--- src/rtl/qlock_pkg.sv ---
package qlock_pkg;
  typedef enum logic [1:0] {
    ST_IDLE = 2'd0,
    ST_WAIT = 2'd1,
    ST_HOLD = 2'd2
  } cl_state_e;
endpackage

--- src/rtl/qlock_ticket.sv ---
module qlock_ticket #(
  parameter int N_REQ  = 4,
  parameter int TAIL_W = 8,
  localparam int SLOT_W = $clog2(N_REQ)
) (
  input  logic              clk_i,
  input  logic              rst_ni,
  input  logic [N_REQ-1:0]  req_i,
  output logic [N_REQ-1:0]  acc_o,
  output logic [SLOT_W-1:0] slot_o
);
  logic [TAIL_W-1:0] tail_q;
  logic              found;

  // fixed priority, lowest index wins
  always_comb begin
    acc_o = '0;
    found = 1'b0;
    for (int i = 0; i < N_REQ; i++) begin
      if (req_i[i] && !found) begin
        acc_o[i] = 1'b1;
        found    = 1'b1;
      end
    end
  end

  always_ff @(posedge clk_i or negedge rst_ni) begin
    if (!rst_ni)    tail_q <= '0;
    else if (found) tail_q <= tail_q + 1'b1;
  end

  assign slot_o = tail_q[SLOT_W-1:0];

  p_one_accept_r2: assert property (@(posedge clk_i) disable iff (!rst_ni)
    $onehot0(acc_o));
  p_tail_hold_r2: assert property (@(posedge clk_i) disable iff (!rst_ni)
    (req_i == '0) |=> $stable(tail_q));
  p_accept_if_req_r2: assert property (@(posedge clk_i) disable iff (!rst_ni)
    (req_i != '0) |-> (acc_o != '0));
endmodule

--- src/rtl/qlock_slots.sv ---
module qlock_slots #(
  parameter int N_REQ = 4,
  localparam int SLOT_W = $clog2(N_REQ)
) (
  input  logic                          clk_i,
  input  logic                          rst_ni,
  input  logic [N_REQ-1:0]              clr_i,
  input  logic [N_REQ-1:0][SLOT_W-1:0]  clr_slot_i,
  input  logic [N_REQ-1:0]              set_i,
  input  logic [N_REQ-1:0][SLOT_W-1:0]  set_slot_i,
  output logic [N_REQ-1:0]              flags_o
);
  logic [N_REQ-1:0] flags_q, flags_d;

  always_comb begin
    flags_d = flags_q;
    for (int r = 0; r < N_REQ; r++)
      if (clr_i[r]) flags_d[clr_slot_i[r]] = 1'b0;
    for (int r = 0; r < N_REQ; r++)
      if (set_i[r]) flags_d[set_slot_i[r]] = 1'b1;
  end

  always_ff @(posedge clk_i or negedge rst_ni) begin
    if (!rst_ni) flags_q <= N_REQ'(1);
    else         flags_q <= flags_d;
  end

  assign flags_o = flags_q;

  p_token_onehot_r4: assert property (@(posedge clk_i) disable iff (!rst_ni)
    $onehot0(flags_q));
  p_single_setter_r4: assert property (@(posedge clk_i) disable iff (!rst_ni)
    $onehot0(set_i));
endmodule

--- src/rtl/qlock_client.sv ---
module qlock_client #(
  parameter int N_REQ = 4,
  localparam int SLOT_W = $clog2(N_REQ)
) (
  input  logic              clk_i,
  input  logic              rst_ni,
  input  logic              acc_i,
  input  logic [SLOT_W-1:0] slot_i,
  input  logic [N_REQ-1:0]  flags_i,
  input  logic              rel_i,
  output logic              idle_o,
  output logic              hold_o,
  output logic              clr_o,
  output logic [SLOT_W-1:0] clr_slot_o,
  output logic              set_o,
  output logic [SLOT_W-1:0] set_slot_o,
  output logic              rel_bad_o
);
  import qlock_pkg::*;

  cl_state_e         state_q, state_d;
  logic [SLOT_W-1:0] slot_q;
  logic              enter;

  assign enter = (state_q == ST_WAIT) && flags_i[slot_q];

  always_comb begin
    state_d = state_q;
    unique case (state_q)
      ST_IDLE: if (acc_i) state_d = ST_WAIT;
      ST_WAIT: if (enter) state_d = ST_HOLD;
      ST_HOLD: if (rel_i) state_d = ST_IDLE;
      default: state_d = ST_IDLE;
    endcase
  end

  always_ff @(posedge clk_i or negedge rst_ni) begin
    if (!rst_ni) begin
      state_q <= ST_IDLE;
      slot_q  <= '0;
    end else begin
      state_q <= state_d;
      if (state_q == ST_IDLE && acc_i) slot_q <= slot_i;
    end
  end

  assign idle_o     = (state_q == ST_IDLE);
  assign hold_o     = (state_q == ST_HOLD);
  assign clr_o      = enter;
  assign clr_slot_o = slot_q;
  assign set_o      = hold_o && rel_i;
  assign set_slot_o = slot_q + 1'b1;
  assign rel_bad_o  = rel_i && !hold_o;

  p_hold_sticky_r8: assert property (@(posedge clk_i) disable iff (!rst_ni)
    (hold_o && !rel_i) |=> hold_o);
  p_enter_on_token_r6: assert property (@(posedge clk_i) disable iff (!rst_ni)
    $rose(hold_o) |-> $past(flags_i[slot_q]));
  p_slot_stable_r5: assert property (@(posedge clk_i) disable iff (!rst_ni)
    !idle_o |=> (idle_o || $stable(slot_q)));
endmodule

--- src/rtl/queue_lock_unit.sv ---
module queue_lock_unit #(
  parameter int N_REQ  = 4,
  parameter int TAIL_W = 8
) (
  input  logic             clk_i,
  input  logic             rst_ni,
  input  logic [N_REQ-1:0] acq_i,
  input  logic [N_REQ-1:0] rel_i,
  output logic [N_REQ-1:0] grant_o,
  output logic             rel_err_o
);
  localparam int SLOT_W = $clog2(N_REQ);

  logic [N_REQ-1:0]             idle, req, acc, clr, set, bad, flags;
  logic [N_REQ-1:0][SLOT_W-1:0] clr_slot, set_slot;
  logic [SLOT_W-1:0]            tail_slot;
  logic                         rel_err_q;

  assign req = acq_i & idle;

  qlock_ticket #(.N_REQ(N_REQ), .TAIL_W(TAIL_W)) i_ticket (
    .clk_i, .rst_ni, .req_i(req), .acc_o(acc), .slot_o(tail_slot)
  );

  qlock_slots #(.N_REQ(N_REQ)) i_slots (
    .clk_i, .rst_ni,
    .clr_i(clr), .clr_slot_i(clr_slot),
    .set_i(set), .set_slot_i(set_slot),
    .flags_o(flags)
  );

  for (genvar r = 0; r < N_REQ; r++) begin : g_client
    qlock_client #(.N_REQ(N_REQ)) i_client (
      .clk_i, .rst_ni,
      .acc_i(acc[r]), .slot_i(tail_slot), .flags_i(flags), .rel_i(rel_i[r]),
      .idle_o(idle[r]), .hold_o(grant_o[r]),
      .clr_o(clr[r]), .clr_slot_o(clr_slot[r]),
      .set_o(set[r]), .set_slot_o(set_slot[r]),
      .rel_bad_o(bad[r])
    );
  end

  always_ff @(posedge clk_i or negedge rst_ni) begin
    if (!rst_ni) rel_err_q <= 1'b0;
    else         rel_err_q <= |bad;
  end

  assign rel_err_o = rel_err_q;

  p_mutex_r4: assert property (@(posedge clk_i) disable iff (!rst_ni)
    $onehot0(grant_o));
  p_rel_err_r7: assert property (@(posedge clk_i) disable iff (!rst_ni)
    ((rel_i & ~grant_o) != '0) |=> rel_err_o);
  p_rel_clean_r7: assert property (@(posedge clk_i) disable iff (!rst_ni)
    ((rel_i & ~grant_o) == '0) |=> !rel_err_o);
  p_drop_on_rel_r6: assert property (@(posedge clk_i) disable iff (!rst_ni)
    ((rel_i & grant_o) != '0) |=> ((grant_o & $past(rel_i & grant_o)) == '0));
endmodule

--- config.mk ---
export PLATFORM = sky130hd
export DESIGN_NAME = queue_lock_unit
export DESIGN_NICKNAME = d
export VERILOG_FILES = /design/src/rtl/qlock_pkg.sv /design/src/rtl/qlock_ticket.sv /design/src/rtl/qlock_slots.sv /design/src/rtl/qlock_client.sv /design/src/rtl/queue_lock_unit.sv
export SDC_FILE = /design/constraint.sdc
export NUM_CORES = 1
export LEC_CHECK = 0
export CORE_MARGIN = 5
export CORE_UTILIZATION = 60
export DETAILED_ROUTE_END_ITERATION = 8
export GPL_TIMING_DRIVEN = 0
export HOLD_SLACK_MARGIN = 0.02
export PLACE_DENSITY_LB_ADDON = 0.05
export SLEW_MARGIN = 20
export SYNTH_ARGS = -nofsm -noshare
export SYNTH_HDL_FRONTEND = slang
export SYNTH_SLANG_ARGS = --single-unit
export TNS_END_PERCENT = 10
--- constraint.sdc ---
create_clock -name clk_i -period 4.89 [get_ports clk_i]
set_clock_uncertainty 0.1 [all_clocks]
set_input_delay 0.7335 -clock clk_i [delete_from_list [all_inputs] [get_ports clk_i]]
set_output_delay 0.7335 -clock clk_i [all_outputs]
set_load 0.03 [all_outputs]
==> results_dict.tcl, run 1 <==
set metrics [dict create \
    synthMuxAreaShare_pct 11.0 \
    path_clk_slew_ps 120 \
    ant_nets 0 \
    via_count 1151 \
    slew_headroom_pct 51.6 \
    yosysTopAreaCell "dfrtp_1" \
    wirelength_mm 3.05 \
    synth_seq_area_share_pct 39.4 \
    synthCells 134 \
    diodes 0 \
    area_growth_pct 13.6 \
    synth_top_area_share_pct 37.6 \
    track_usage_pct 19.2 \
    ys_seq_elements 23 \
    rsz0062_at_grt "no" \
    grt_max_degree 24 \
    ir_drop_mv 0.335 \
    num_rows 18 \
    cts_inserted_buffers 3 \
    synth_top_family_by_area "simple AND/OR/NAND/NOR gates" \
    crit_path_max_incr_delay_ps 650 \
    required_ps 4060 \
    dp_hpwl_mm 2.29 \
    die-width_um 59.4 \
    finalHoldViolCount 0 \
    die_y_um 59.4 \
    synth_edf_count 0 \
    port_buffers 14 \
    synth-async-reset-ratio_pct 100 \
    io-pin-count 15 \
    synth-adder-area-share_pct 0 \
    synth_xor_area_share_pct 1.20 \
    coreArea_um2 2410 \
    ctsResizeCount 0 \
    grt_first_pass_wirelength_mm 5.11 \
    fin_nets 163 \
    status "finished, final reports clean" \
    cts.sinks 23 \
    final_cell_mix "22 x dfrtp_1, 13 x clkdlybuf4s50_1, 11 x nand2_1" \
    cp_top_family "buffers and inverters" \
    worstSkewPairLatency_ps 300 \
    hold_class "in2async" \
    cap_violations 0 \
    synth_cell_type_count 35 \
    ys.flop_type "dfrtp_1" \
    cellPowerDensity_nw_per_um2 405 \
    cp_data_arrival_time_ps 1920 \
    wl_per_cell_um 16.8 \
    cts_hold_buf 0 \
    die-area_um2 3530 \
    startpoint "g_client[0].i_client.state_q[0]" \
    path_max_fanout 10 \
    clk_root_buffer_cell "clkbuf_4" \
    synth-compound-area-share_pct 15.0 \
    routed_via_density 6.32 \
    power.total_mw 0.674 \
    fin_crit_sh_pct 56.3 \
    final-setup-viol-count 0 \
    rr_startpoint "g_client[3].i_client.state_q[1]" \
    p_leak_nw 0.722 \
    synthSimpleGateAreaFrac_pct 26.3 \
    slew_viol_final 0 \
    final_common_cell "dfrtp_1" \
    overflow 0 \
    end_kind "output pin" \
    drt_iter0_markers 62 \
    crit_type "reg2out" \
    first_pass_iters 4 \
    start_util_pct 60.8 \
    htree_levels 1 \
    worst_slew_pin_slew_ps 724 \
    yosys_warnings 0 \
    synth_area_leaders "dfrtp_1 38%, mux2_2 4.6%, mux4_2 4.6%, nand2b_1 4.3%, o32ai_1 4.2%" \
    syn_area_um2 1470 \
    synth_nets 144 \
    globalplace.congestion 0.910 \
    crit_path_cell_trace "buf_2, or2b_1, inv_1, buf_4, clkdlybuf4s50_1" \
    syn_avg_cell_area_um2 10.9 \
    fin_crit_ps 2760 \
    cts_tree "yes" \
    antenna_found_initial 0 \
    postCtsSetupBuffers 0 \
    startpoint_type "register" \
    critPathBufInv 4 \
    drt_drc_violations_left 0 \
    clock.fmax_ghz 0.363 \
    slowest_stage "clkdlybuf4s50_1" \
    drive_gt1_share_pct 21.1 \
    first_global_vias 1065 \
    setup_tns_ps 0 \
    clk_path_buf_depth 2 \
]
## flip-flops by register name, summed over array words and instances, names as in the netlist
| register | flops |
|---|---|
| g_client.i_client.clr_slot_o | 8 |
| g_client.i_client.state_q | 8 |
| i_slots.flags_o | 4 |
| i_ticket.tail_q | 2 |
| rel_err_o | 1 |
## worst register-to-register path: cells and delay by family (launching register included)
family        cells  cell delay, ps
mux               1             390
simple gates      2             800
flops             1             480
## cells by family after synthesis
kind of cell,count (synthesis)
simple gates,52
mux,10
xor+xnor,2
flops,23
compound gates,28
buf+inv,19
## worst paths after layout
kind / to / slack, ps / cells past startpoint
worst max-delay path: grant_o[0] / 2130 / 5
worst min register to register: g_client[0].i_client.state_q[1] / 470 / 2
worst max register to register: g_client[3].i_client.clr_slot_o[1] / 3020 / 3
worst min-delay path: g_client[3].i_client.state_q[0] / 290 / 1
max in group asynchronous: i_slots.flags_o[0] / 4040 / 1
min in group clk_i: g_client[0].i_client.state_q[1] / 470 / 2
## metrics by stage
step	util, %	std cells	hold slack [ps]	worst slack [ps]	cell area [µm²]
finish	69.1	182	285	2130	1660
CTS	69.3	182	481	2120	1670
detailed placement	68.2	178	457	2350	1640
global placement	68.2	178	443	2370	1640
floorplan	-	134	338	3000	1470
global route	69.1	182	308	2050	1660
## power by group
part | switching (mW) | internal (mW) | leakage (nW)
clock | 0.0550 | 0.0318 | 0.0150
combinational | 0.138 | 0.157 | 0.431
sequential | 0.0547 | 0.238 | 0.276
## cell type report
type	instances	area (µm²)
Tap cell	30	37.5
Inverter	8	30.0
Fill cell	187	746
Clock buffer	4	26.3
Timing Repair Buffer	14	135
Sequential cell	23	577
Multi-Input combinational cell	92	785
Buffer	11	73.8
## per-layer routing
layer  global-route usage (%)  share of wire, %  vias up
li1                         -                 -      547
met2                     30.4                46       47
met3                     2.61               6.6        8
met4                     7.77               2.6        0
met1                     26.2                44      549
met5                        0                 0        -
## cells in the mapped netlist, types with 3 or more instances
master    count
nand4b_1      3
buf_2         3
a211o_1       4
or4b_1        3
nand3b_1      5
o21ai_0       3
or4bb_1       3
nand2b_1     10
inv_1         8
nand2_1      11
o32ai_1       7
buf_4         5
nor3b_1       3
nor4bb_1      3
mux2_2        6
o22ai_1       5
mux4_2        3
dfrtp_1      22
o2111a_1      3
No activity file was read; power rests on OpenSTA's default activity.
==> inputs of run 2 (changes only) <==
--- a/config.mk
+++ b/config.mk
@@ -6,7 +6,7 @@
 export NUM_CORES = 1
 export LEC_CHECK = 0
 export CORE_MARGIN = 5
-export CORE_UTILIZATION = 60
+export CORE_UTILIZATION = 50
 export DETAILED_ROUTE_END_ITERATION = 8
 export GPL_TIMING_DRIVEN = 0
 export HOLD_SLACK_MARGIN = 0.02
==> constraint.sdc (replaced) <==
create_clock -name clk_i -period 2.39 [get_ports clk_i]
set_clock_uncertainty 0.1 [all_clocks]
set_input_delay 0.3585 -clock clk_i [delete_from_list [all_inputs] [get_ports clk_i]]
set_output_delay 0.3585 -clock clk_i [all_outputs]
set_load 0.03 [all_outputs]
==> run 2 against run 1 <==
Compared with the run above:
- design area rose by 0.75%
- combinational power rose by 100%
- total power rose by 110%
- critical path type unchanged
- critical endpoint is now grant_o[3]
- highest routed layer unchanged
==> results_dict.tcl, run 2 (synthesis results as in run 1) <==
set metrics [dict create \
    drt_iter0_markers 55 \
    finalHoldViolCount 0 \
    port_buffers 14 \
    ir_drop_mv 0.840 \
    overflow 0 \
    ant_nets 0 \
    drt_drc_violations_left 0 \
    slew_headroom_pct 53.2 \
    drive_gt1_share_pct 20.9 \
    final-setup-viol-count 0 \
    wirelength_mm 3.14 \
    diodes 0 \
    die_y_um 64.1 \
    cap_violations 0 \
    fin_crit_ps 2250 \
    clkPwrFrac_pct 13.7 \
    cts.sinks 23 \
    dp_hpwl_mm 2.35 \
    area_growth_pct 14.4 \
    fin_nets 164 \
    timing.final.ws_setup_ps 138 \
    io-pin-count 15 \
    hold_class "in2async" \
    first_global_vias 1095 \
    worstSkewPairLatency_ps 320 \
    required_ps 1930 \
    first_pass_iters 4 \
    final_common_cell "dfrtp_1" \
    multi_input_area_um2 785 \
    dpl_worst_slack_ps 200 \
    grt_first_pass_wirelength_mm 5.46 \
    cellPowerDensity_nw_per_um2 828 \
    globalplace.congestion 0.889 \
    final_cell_mix "22 x dfrtp_1, 11 x nand2_1, 11 x clkdlybuf4s50_1" \
    crit_type "reg2out" \
    track_usage_pct 16.8 \
    p_int_mw 0.873 \
    swShare_pct 37.0 \
    slew_viol_final 0 \
    path_clk_slew_ps 140 \
    combPwrFrac_pct 43.0 \
    num-fill-cells 239 \
    rsz0062_at_grt "no" \
    grt_max_degree 24 \
    path_max_fanout 8 \
    startpoint_type "register" \
    start_util_pct 52.7 \
    via_count 1135 \
    end_kind "output pin" \
    die-area_um2 4110 \
    die-width_um 64.1 \
    antenna_found_initial 0 \
    num_rows 19 \
    regArea_um2 577 \
    setup_tns_ps 0 \
    status "finished, final reports clean" \
    power.total_mw 1.39 \
    routed_via_density 6.17 \
    seqPwrFrac_pct 43.3 \
    clk_root_buffer_cell "clkbuf_4" \
    cts_inserted_buffers 3 \
    switchingPower_mw 0.514 \
    htree_levels 1 \
    cts_tree "yes" \
    clock.fmax_ghz 0.444 \
    p_leak_nw 0.750 \
    worst_slew_pin_slew_ps 701 \
    clk_path_buf_depth 2 \
    wl_per_cell_um 17.1 \
    coreArea_um2 2780 \
    cp_data_arrival_time_ps 1790 \
    fin_crit_sh_pct 94.2 \
    postCtsSetupBuffers 0 \
]
## run 2: worst paths after layout
kind / startpoint / slack (ps) / endpoint / cells past startpoint
min in group clk_i: i_ticket.tail_q[1] / 470 / i_ticket.tail_q[1] / 1
hold / removal: rst_ni / 430 / g_client[0].i_client.state_q[0] / 2
setup reg to reg: g_client[3].i_client.state_q[1] / 530 / g_client[3].i_client.clr_slot_o[0] / 3
setup / recovery: g_client[3].i_client.state_q[0] / 140 / grant_o[3] / 4
hold reg to reg: i_ticket.tail_q[1] / 470 / i_ticket.tail_q[1] / 1
max in group asynchronous: rst_ni / 1390 / i_ticket.tail_q[0] / 2
## run 2: power by group through the flow
stage / sequential [mW] / clock [mW] / combinational, mW
2_1_floorplan: 0.573 / 0 / 0.481
5_1_grt: 0.621 / 0.215 / 0.661
3_3_place_gp: 0.606 / 0 / 0.579
3_5_place_dp: 0.607 / 0 / 0.597
6_report: 0.601 / 0.190 / 0.597
4_1_cts: 0.600 / 0.197 / 0.598
## run 2: layer usage
| layer | vias to the layer above | global-route usage, % | routed length (µm) |
|---|---|---|---|
| met2 | 34 | 25.5 | 1450 |
| met4 | 0 | 5.85 | 51 |
| met1 | 544 | 23.8 | 1480 |
| met3 | 6 | 3.33 | 161 |
| met5 | - | 0 | 0 |
| li1 | 551 | - | - |
## run 2: cell type report
cell class / instances / area share [%]
plain buffers: 11 / 4.40
well taps: 31 / 2.31
clock buffers: 4 / 1.57
inverters: 8 / 1.79
repair buffers: 15 / 8.73
flip-flops and latches: 23 / 34.4
multi-input cells: 92 / 46.8
## run 2: repair_timing
action	4_1_cts	5_1_grt
hold buffers	0	1
gates resized for setup	1	1
endpoints found under the setup margin	1	1
hold endpoints to repair	0	22
## run 2: critical path: stages, from the launching register on
cell and delay (ps):
dfrtp_1 470, nand2b_1 210, inv_1 60, buf_4 90, clkdlybuf4s50_1 650
## run 2: per-stage QoR
stage	util, %	instances	hold WS [ps]	cell area [µm²]
floorplan	-	134	-37.1	1470
global placement	59.1	179	447	1640
detailed placement	59.1	179	451	1640
CTS	60.0	183	483	1670
global route	60.3	184	477	1680
finish	60.3	184	430	1680
==> inputs of run 3 (changes only) <==
--- a/config.mk
+++ b/config.mk
@@ -7,6 +7,7 @@
 export LEC_CHECK = 0
 export CORE_MARGIN = 5
 export CORE_UTILIZATION = 50
+export CTS_CLUSTER_DIAMETER = 60
 export DETAILED_ROUTE_END_ITERATION = 8
 export GPL_TIMING_DRIVEN = 0
 export HOLD_SLACK_MARGIN = 0.02
==> results of run 3 <==
Final layout, timing and power as in run 2 (identical DEF).
